$ cat src/rtl/gencmd_pkg.sv
package gencmd_pkg;

  typedef enum logic [6:0] {
    OP_NOP      = 7'h00,
    OP_CLR_FIFO = 7'h01,
    OP_RST_DEV  = 7'h02,
    OP_RST_BUS  = 7'h03
  } op_e;

  // One decoded action per accepted command write
  typedef struct packed {
    logic rel;   // leave the held device reset
    logic load;  // copy start count into current count
    logic clr;   // clear data FIFO
    logic rdev;  // reset device
    logic rbus;  // reset SCSI bus
  } act_t;

endpackage

$ cat src/rtl/gencmd_decode.sv
module gencmd_decode
  import gencmd_pkg::*;
(
  input  logic       cmd_wr,
  input  logic [7:0] cmd_byte,
  input  logic       held,
  output act_t       act
);

  logic [6:0] code;
  logic       dma;

  assign code = cmd_byte[6:0];
  assign dma  = cmd_byte[7];

  always_comb begin
    act = '0;
    if (cmd_wr) begin
      if (held) begin
        // only a no-operation gets through while the device is held
        act.rel = (code == OP_NOP);
      end else begin
        case (code)
          OP_NOP:      act.load = dma;
          OP_CLR_FIFO: act.clr  = 1'b1;
          OP_RST_DEV:  act.rdev = 1'b1;
          OP_RST_BUS:  act.rbus = 1'b1;
          default:     act      = '0;
        endcase
      end
    end
  end

endmodule

$ cat src/rtl/gencmd_pulse_timer.sv
module gencmd_pulse_timer #(
  parameter int PULSE_CYC = 3125,
  localparam int TW = $clog2(PULSE_CYC + 1)
) (
  input  logic clk,
  input  logic rst_n,
  input  logic start,
  input  logic abort,
  output logic active
);

  logic [TW-1:0] cnt_q, cnt_d;
  logic          act_q, act_d;
  logic          en;

  assign en = start | abort | act_q;

  always_comb begin
    cnt_d = cnt_q;
    act_d = act_q;
    if (abort) begin
      cnt_d = '0;
      act_d = 1'b0;
    end else if (start) begin
      cnt_d = TW'(PULSE_CYC - 1);
      act_d = 1'b1;
    end else if (act_q) begin
      if (cnt_q == '0) act_d = 1'b0;
      else             cnt_d = cnt_q - 1'b1;
    end
  end

  always_ff @(posedge clk or negedge rst_n) begin
    if (!rst_n) begin
      cnt_q <= '0;
      act_q <= 1'b0;
    end else if (en) begin
      cnt_q <= cnt_d;
      act_q <= act_d;
    end
  end

  assign active = act_q;

  // Independent run-length tracker for the width checks
  localparam logic [TW:0] RUN_END = (TW+1)'(PULSE_CYC + 1);
  logic [TW:0] run_q;

  always_ff @(posedge clk or negedge rst_n) begin
    if (!rst_n)                run_q <= '0;
    else if (start && !abort)  run_q <= (TW+1)'(1);
    else if (act_q)            run_q <= run_q + 1'b1;
  end

  AST_PULSE_BOUND: assert property (@(posedge clk) disable iff (!rst_n)
    act_q |-> run_q <= (TW+1)'(PULSE_CYC));
  AST_PULSE_FULL: assert property (@(posedge clk) disable iff (!rst_n)
    ($fell(act_q) && !$past(abort)) |-> run_q == RUN_END);
  AST_PULSE_RISE: assert property (@(posedge clk) disable iff (!rst_n)
    $rose(act_q) |-> $past(start));

endmodule

$ cat src/rtl/gencmd_state.sv
module gencmd_state
  import gencmd_pkg::*;
#(
  parameter int CNT_W = 16
) (
  input  logic             clk,
  input  logic             rst_n,
  input  act_t             act,
  input  logic [CNT_W-1:0] start_count,
  input  logic             irq_dis,
  input  logic             irq_ack,
  input  logic             conn_est,
  input  logic             bus_active,
  output logic             fifo_clear,
  output logic             count_load,
  output logic [CNT_W-1:0] cur_count,
  output logic             dev_reset,
  output logic             disconnected,
  output logic             rst_irq
);

  logic             clr_q, ld_q, hold_q, disc_q, irq_q;
  logic             hold_d, disc_d, irq_d;
  logic [CNT_W-1:0] cnt_q, cnt_d;
  logic             cnt_en, hold_en, disc_en, irq_en;

  always_comb begin
    hold_d  = act.rdev;
    hold_en = act.rdev | act.rel;

    cnt_d  = act.rdev ? '0 : start_count;
    cnt_en = act.rdev | act.load;

    disc_en = act.rdev | act.rbus | (conn_est & ~hold_q & ~bus_active);
    disc_d  = act.rdev | act.rbus;

    irq_en = act.rdev | act.rbus | irq_ack;
    if (act.rdev)                 irq_d = 1'b0;
    else if (act.rbus && !irq_dis) irq_d = 1'b1;
    else if (irq_ack)             irq_d = 1'b0;
    else                          irq_d = irq_q;
  end

  always_ff @(posedge clk or negedge rst_n) begin
    if (!rst_n) begin
      clr_q <= 1'b0;
      ld_q  <= 1'b0;
    end else begin
      clr_q <= act.clr;
      ld_q  <= act.load;
    end
  end

  always_ff @(posedge clk or negedge rst_n) begin
    if (!rst_n)       hold_q <= 1'b0;
    else if (hold_en) hold_q <= hold_d;
  end

  always_ff @(posedge clk or negedge rst_n) begin
    if (!rst_n)      cnt_q <= '0;
    else if (cnt_en) cnt_q <= cnt_d;
  end

  always_ff @(posedge clk or negedge rst_n) begin
    if (!rst_n)       disc_q <= 1'b1;
    else if (disc_en) disc_q <= disc_d;
  end

  always_ff @(posedge clk or negedge rst_n) begin
    if (!rst_n)      irq_q <= 1'b0;
    else if (irq_en) irq_q <= irq_d;
  end

  assign fifo_clear   = clr_q;
  assign count_load   = ld_q;
  assign cur_count    = cnt_q;
  assign dev_reset    = hold_q;
  assign disconnected = disc_q;
  assign rst_irq      = irq_q;

  AST_LOAD_VALUE: assert property (@(posedge clk) disable iff (!rst_n)
    ld_q |-> cnt_q == $past(start_count));
  AST_CLR_SOURCE: assert property (@(posedge clk) disable iff (!rst_n)
    clr_q |-> $past(act.clr));
  AST_HOLD_STICKY: assert property (@(posedge clk) disable iff (!rst_n)
    (hold_q && !act.rel) |=> hold_q);
  AST_HOLD_NO_LOAD: assert property (@(posedge clk) disable iff (!rst_n)
    hold_q |=> !ld_q && !clr_q);
  AST_IRQ_GATE: assert property (@(posedge clk) disable iff (!rst_n)
    $rose(irq_q) |-> $past(act.rbus && !irq_dis));
  AST_DISC_IN_BUS_RESET: assert property (@(posedge clk) disable iff (!rst_n)
    bus_active |-> disc_q);

endmodule

$ cat src/rtl/scsi_gencmd_exec.sv
module scsi_gencmd_exec
  import gencmd_pkg::*;
#(
  parameter int CLK_MHZ  = 125,
  parameter int PULSE_US = 25,
  parameter int CNT_W    = 16
) (
  input  logic             clk,
  input  logic             rst_n,
  input  logic             cmd_wr,
  input  logic [7:0]       cmd_byte,
  input  logic [CNT_W-1:0] start_count,
  input  logic             irq_dis,
  input  logic             irq_ack,
  input  logic             conn_est,
  output logic             fifo_clear,
  output logic             count_load,
  output logic [CNT_W-1:0] cur_count,
  output logic             dev_reset,
  output logic             bus_rst,
  output logic             rst_irq,
  output logic             disconnected
);

  localparam int PULSE_CYC = CLK_MHZ * PULSE_US;

  act_t act;
  logic held;
  logic bus_active;

  assign held    = dev_reset;
  assign bus_rst = bus_active;

  gencmd_decode i_decode (
    .cmd_wr   (cmd_wr),
    .cmd_byte (cmd_byte),
    .held     (held),
    .act      (act)
  );

  gencmd_pulse_timer #(
    .PULSE_CYC (PULSE_CYC)
  ) i_timer (
    .clk    (clk),
    .rst_n  (rst_n),
    .start  (act.rbus),
    .abort  (act.rdev),
    .active (bus_active)
  );

  gencmd_state #(
    .CNT_W (CNT_W)
  ) i_state (
    .clk          (clk),
    .rst_n        (rst_n),
    .act          (act),
    .start_count  (start_count),
    .irq_dis      (irq_dis),
    .irq_ack      (irq_ack),
    .conn_est     (conn_est),
    .bus_active   (bus_active),
    .fifo_clear   (fifo_clear),
    .count_load   (count_load),
    .cur_count    (cur_count),
    .dev_reset    (dev_reset),
    .disconnected (disconnected),
    .rst_irq      (rst_irq)
  );

  AST_UNDEF_QUIET: assert property (@(posedge clk) disable iff (!rst_n)
    (cmd_wr && cmd_byte[6:2] != 5'd0) |=> !fifo_clear && !count_load);
  AST_BUS_ENDS_ON_DEV_RESET: assert property (@(posedge clk) disable iff (!rst_n)
    (cmd_wr && !dev_reset && cmd_byte[6:0] == 7'h02) |=> dev_reset && !bus_rst && !rst_irq);

endmodule

$ cat config.mk
export PLATFORM = sky130hd
export DESIGN_NAME = scsi_gencmd_exec
export DESIGN_NICKNAME = d
export VERILOG_FILES = /design/src/rtl/gencmd_pkg.sv /design/src/rtl/gencmd_decode.sv /design/src/rtl/gencmd_pulse_timer.sv /design/src/rtl/gencmd_state.sv /design/src/rtl/scsi_gencmd_exec.sv
export SDC_FILE = /design/constraint.sdc
export NUM_CORES = 1
export LEC_CHECK = 0
export BUFFER_PORTS_ARGS = -buffer_cell sky130_fd_sc_hd__buf_2
export CORE_AREA = 4 4 61 63
export CTS_CLUSTER_DIAMETER = 120
export DETAILED_ROUTE_END_ITERATION = 16
export DIE_AREA = 0 0 65 67
export PLACE_DENSITY = 0.78
export RECOVER_POWER = 25
export SLEW_MARGIN = 20
export SYNTH_ARGS = -nofsm -noshare
export SYNTH_HDL_FRONTEND = slang
export SYNTH_SLANG_ARGS = --single-unit
$ cat constraint.sdc
create_clock -name clk -period 5.6 [get_ports clk]
set_input_delay 0 -clock clk [delete_from_list [all_inputs] [get_ports clk]]
set_output_delay 0 -clock clk [all_outputs]
set_load 0.05 [all_outputs]
==> results.yml <==
final_layout:
  seq_area_sq_um: 852
  final_area_sq_mm: 0.00214
  fillCellCount: 253
  drive_gt1_frac: 0.333
  multi_input_area_sq_um: 676
  layout_commonest_cell: "buf_2"
  area_delta_synth_final_pct: 37.3
  fin_nets: 248
  final_cell_mix: "buf_2, dfrtp_1, dlygate4sd3_1, nor2_1, a22o_1"
  fin_util: 0.662
  diodes: 0
power:
  p_sw_frac: 0.343
  leakagePower_nw: 1.08
  power_frac_seq: 0.527
  power.internal_uw: 404
  comb_power_share: 0.271
  p_per_area_mw_per_mm2: 288
  power_switching_uw: 211
  max-vdd-ir-drop_v: 0.000212
  pwr-share-clk: 0.203
placement:
  gp_congestion: 0.797
  hpwl_mm: 2.57
  placed_area_sq_mm: 0.00186
  numPortBuffers: 51
timing:
  fin_skew_ps: 7.48
  fin_crit_sh: 0.438
  maxSlewViolCount: 35
  setup_tns_ps: 0
  tightest_slew_ps: 1810
  fin_crit_ps: 2450
  hold_violations: 0
  rsz0062_at_grt: "false"
  fmax_mhz: 408
  relSlewSlack: -0.208
  setup_viol: 0
synth:
  ys_warn_count: 0
  synth_cell_types: 38
  ys_seq_area_frac: 0.547
  async_reset_ff_frac: 1.00
  synth_cells: 138
  synth.net_count: 170
  synth_seq_cells: 34
  avgSynthCellArea_sq_um: 11.3
  ys.flop_type: "dfrtp_1"
  syn_area_sq_mm: 0.00156
  synth_edf_count: 0
route:
  wl_per_cell_microns: 15.0
  routed_wl_mm: 3.93
  routed_via_density: 5.42
  first_iter_violations: 71
  drtPass1Iterations: 4
  dr_total_vias: 1419
  drtAntennaViolNets: 0
  drcViolationCount: 0
floorplan:
  io_pins: 52
  core_sq_mm: 0.00323
  die_y_microns: 67
  std_cell_rows: 21
  dieWidth_microns: 65
  dieArea_sq_mm: 0.00436
  initial_core_util: 0.482
grt:
  grt_overflow: 0
  grt_pass1_wl_mm: 6.17
  grt_util_all_layers: 0.186
  grt_max_degree: 35
  grt_pass1_vias: 1361
  antenna_found_initial: 0
cts:
  clkSinkCount: 34
  clk_pin_slew_ps: 100
  htreeDepth: 2
  clock_latency_ps: 330
  post_cts_buffers: 0
  cts_buffers: 5
  tritoncts: "done"
  root_buffer: "clkbuf_4"
  cts_max_path_buffers: 2
hold_path:
  hp-class: "in -> reg"
  min_path_cells: 3
  min_from: "cmd_byte[4]"
status:
  violations: "max-capacitance violations, max-slew violations"
  status: "complete, but fails checks"
worst_setup_path:
  critPathMaxFanout: 4
  crit_type: "reg -> reg"
  ff2ff_setup_slack_ps: 3150
  crit_path_start_kind: "flip-flop"
  startpoint: "i_timer.cnt_q[0]"
  cp_data_arrival_time_ps: 2720
  endpoint_kind: "flip-flop"
  r2r_start: "i_timer.cnt_q[0]"
  reg2regPathDepth: 6
  cp_data_required_time_ps: 5870
  reg2reg_to: "i_timer.cnt_q[1]"
  critPathCapture: "i_timer.cnt_q[1]"
run:
  max_cap_violations: 1
## worst min-delay path by stage
| stage | end |
|---|---|
| final | i_state.dev_reset |
| after global routing | i_state.dev_reset |
| after CTS | i_state.dev_reset |
| after detailed placement | i_state.cur_count[1] |
| after global placement | i_state.cur_count[1] |
| after floorplan | i_state.count_load |
## logic make-up (layout without fill, tap and decap cells)
group,count (synthesis),count (layout),synth area share
buf+inv,9,87,0.0225
simple gates,49,49,0.198
compound gates,35,35,0.159
fa+ha+maj,2,2,0.0161
flops,34,34,0.547
mux,8,8,0.0522
xor+xnor,1,1,0.00562
## flip-flops by register name, summed over array words and instances, names as in the netlist
signal,flops
i_timer.active,1
i_state.dev_reset,1
i_state.rst_irq,1
i_state.count_load,1
i_state.disconnected,1
i_state.cur_count,16
i_timer.cnt_q,12
i_state.fifo_clear,1
## per-layer routing
layer,global-route usage,vias to the layer above,part of all wire
li1,-,677,-
met1,0.220,704,0.42
met2,0.322,33,0.53
met3,0.0422,5,0.040
met4,0.0844,0,0.013
met5,0,-,0
## cell usage after synthesis, types with 5 or more instances
master / n / area share
a31oi_1: 5 / 0.020
a21oi_1: 7 / 0.022
nor2_1: 14 / 0.034
mux2i_1: 7 / 0.045
o31ai_1: 5 / 0.024
inv_1: 6 / 0.014
dfrtp_1: 33 / 0.53
nand2_1: 5 / 0.012
a22o_1: 9 / 0.051
## per-stage QoR
stage / hold slack (ps) / instances / power (mW) / worst slack, ps
final: 78.6 / 262 / 0.616 / 3150
after global routing: 72.6 / 262 / 0.656 / 2970
after CTS: 60.9 / 262 / 0.620 / 2830
after detailed placement: 107 / 232 / 0.480 / 2930
after global placement: 88.8 / 232 / 0.467 / 3080
after floorplan: -296 / 138 / 0.430 / 3410
## power by group through the flow
stage | clock network (mW) | logic [mW] | registers, mW
final | 0.125 | 0.167 | 0.324
after floorplan | 0 | 0.0983 | 0.331
after global routing | 0.138 | 0.187 | 0.331
after global placement | 0 | 0.145 | 0.323
after detailed placement | 0 | 0.153 | 0.326
after CTS | 0.131 | 0.167 | 0.323
## area by class of cell
class / count / share of cell area
timing repair buffer: 74 / 0.226
inverter: 6 / 0.0105
sequential: 34 / 0.398
clock inverter: 2 / 0.00468
clock buffer: 5 / 0.0175
tap: 46 / 0.0269
multi-input combinational: 95 / 0.316
## worst max-delay path: stages (launching register included)
cell and delay (ps):
dfrtp_1 390, inv_1 130, ha_1 160, or4b_2 640
o31ai_1 590, mux2_2 400, nor2_1 80
## what timing repair did
item,CTS,global route
hold endpoints to repair,54,0
hold buffers,23,0
gates resized for setup,0,0
Power figures use the tool's default switching activity.
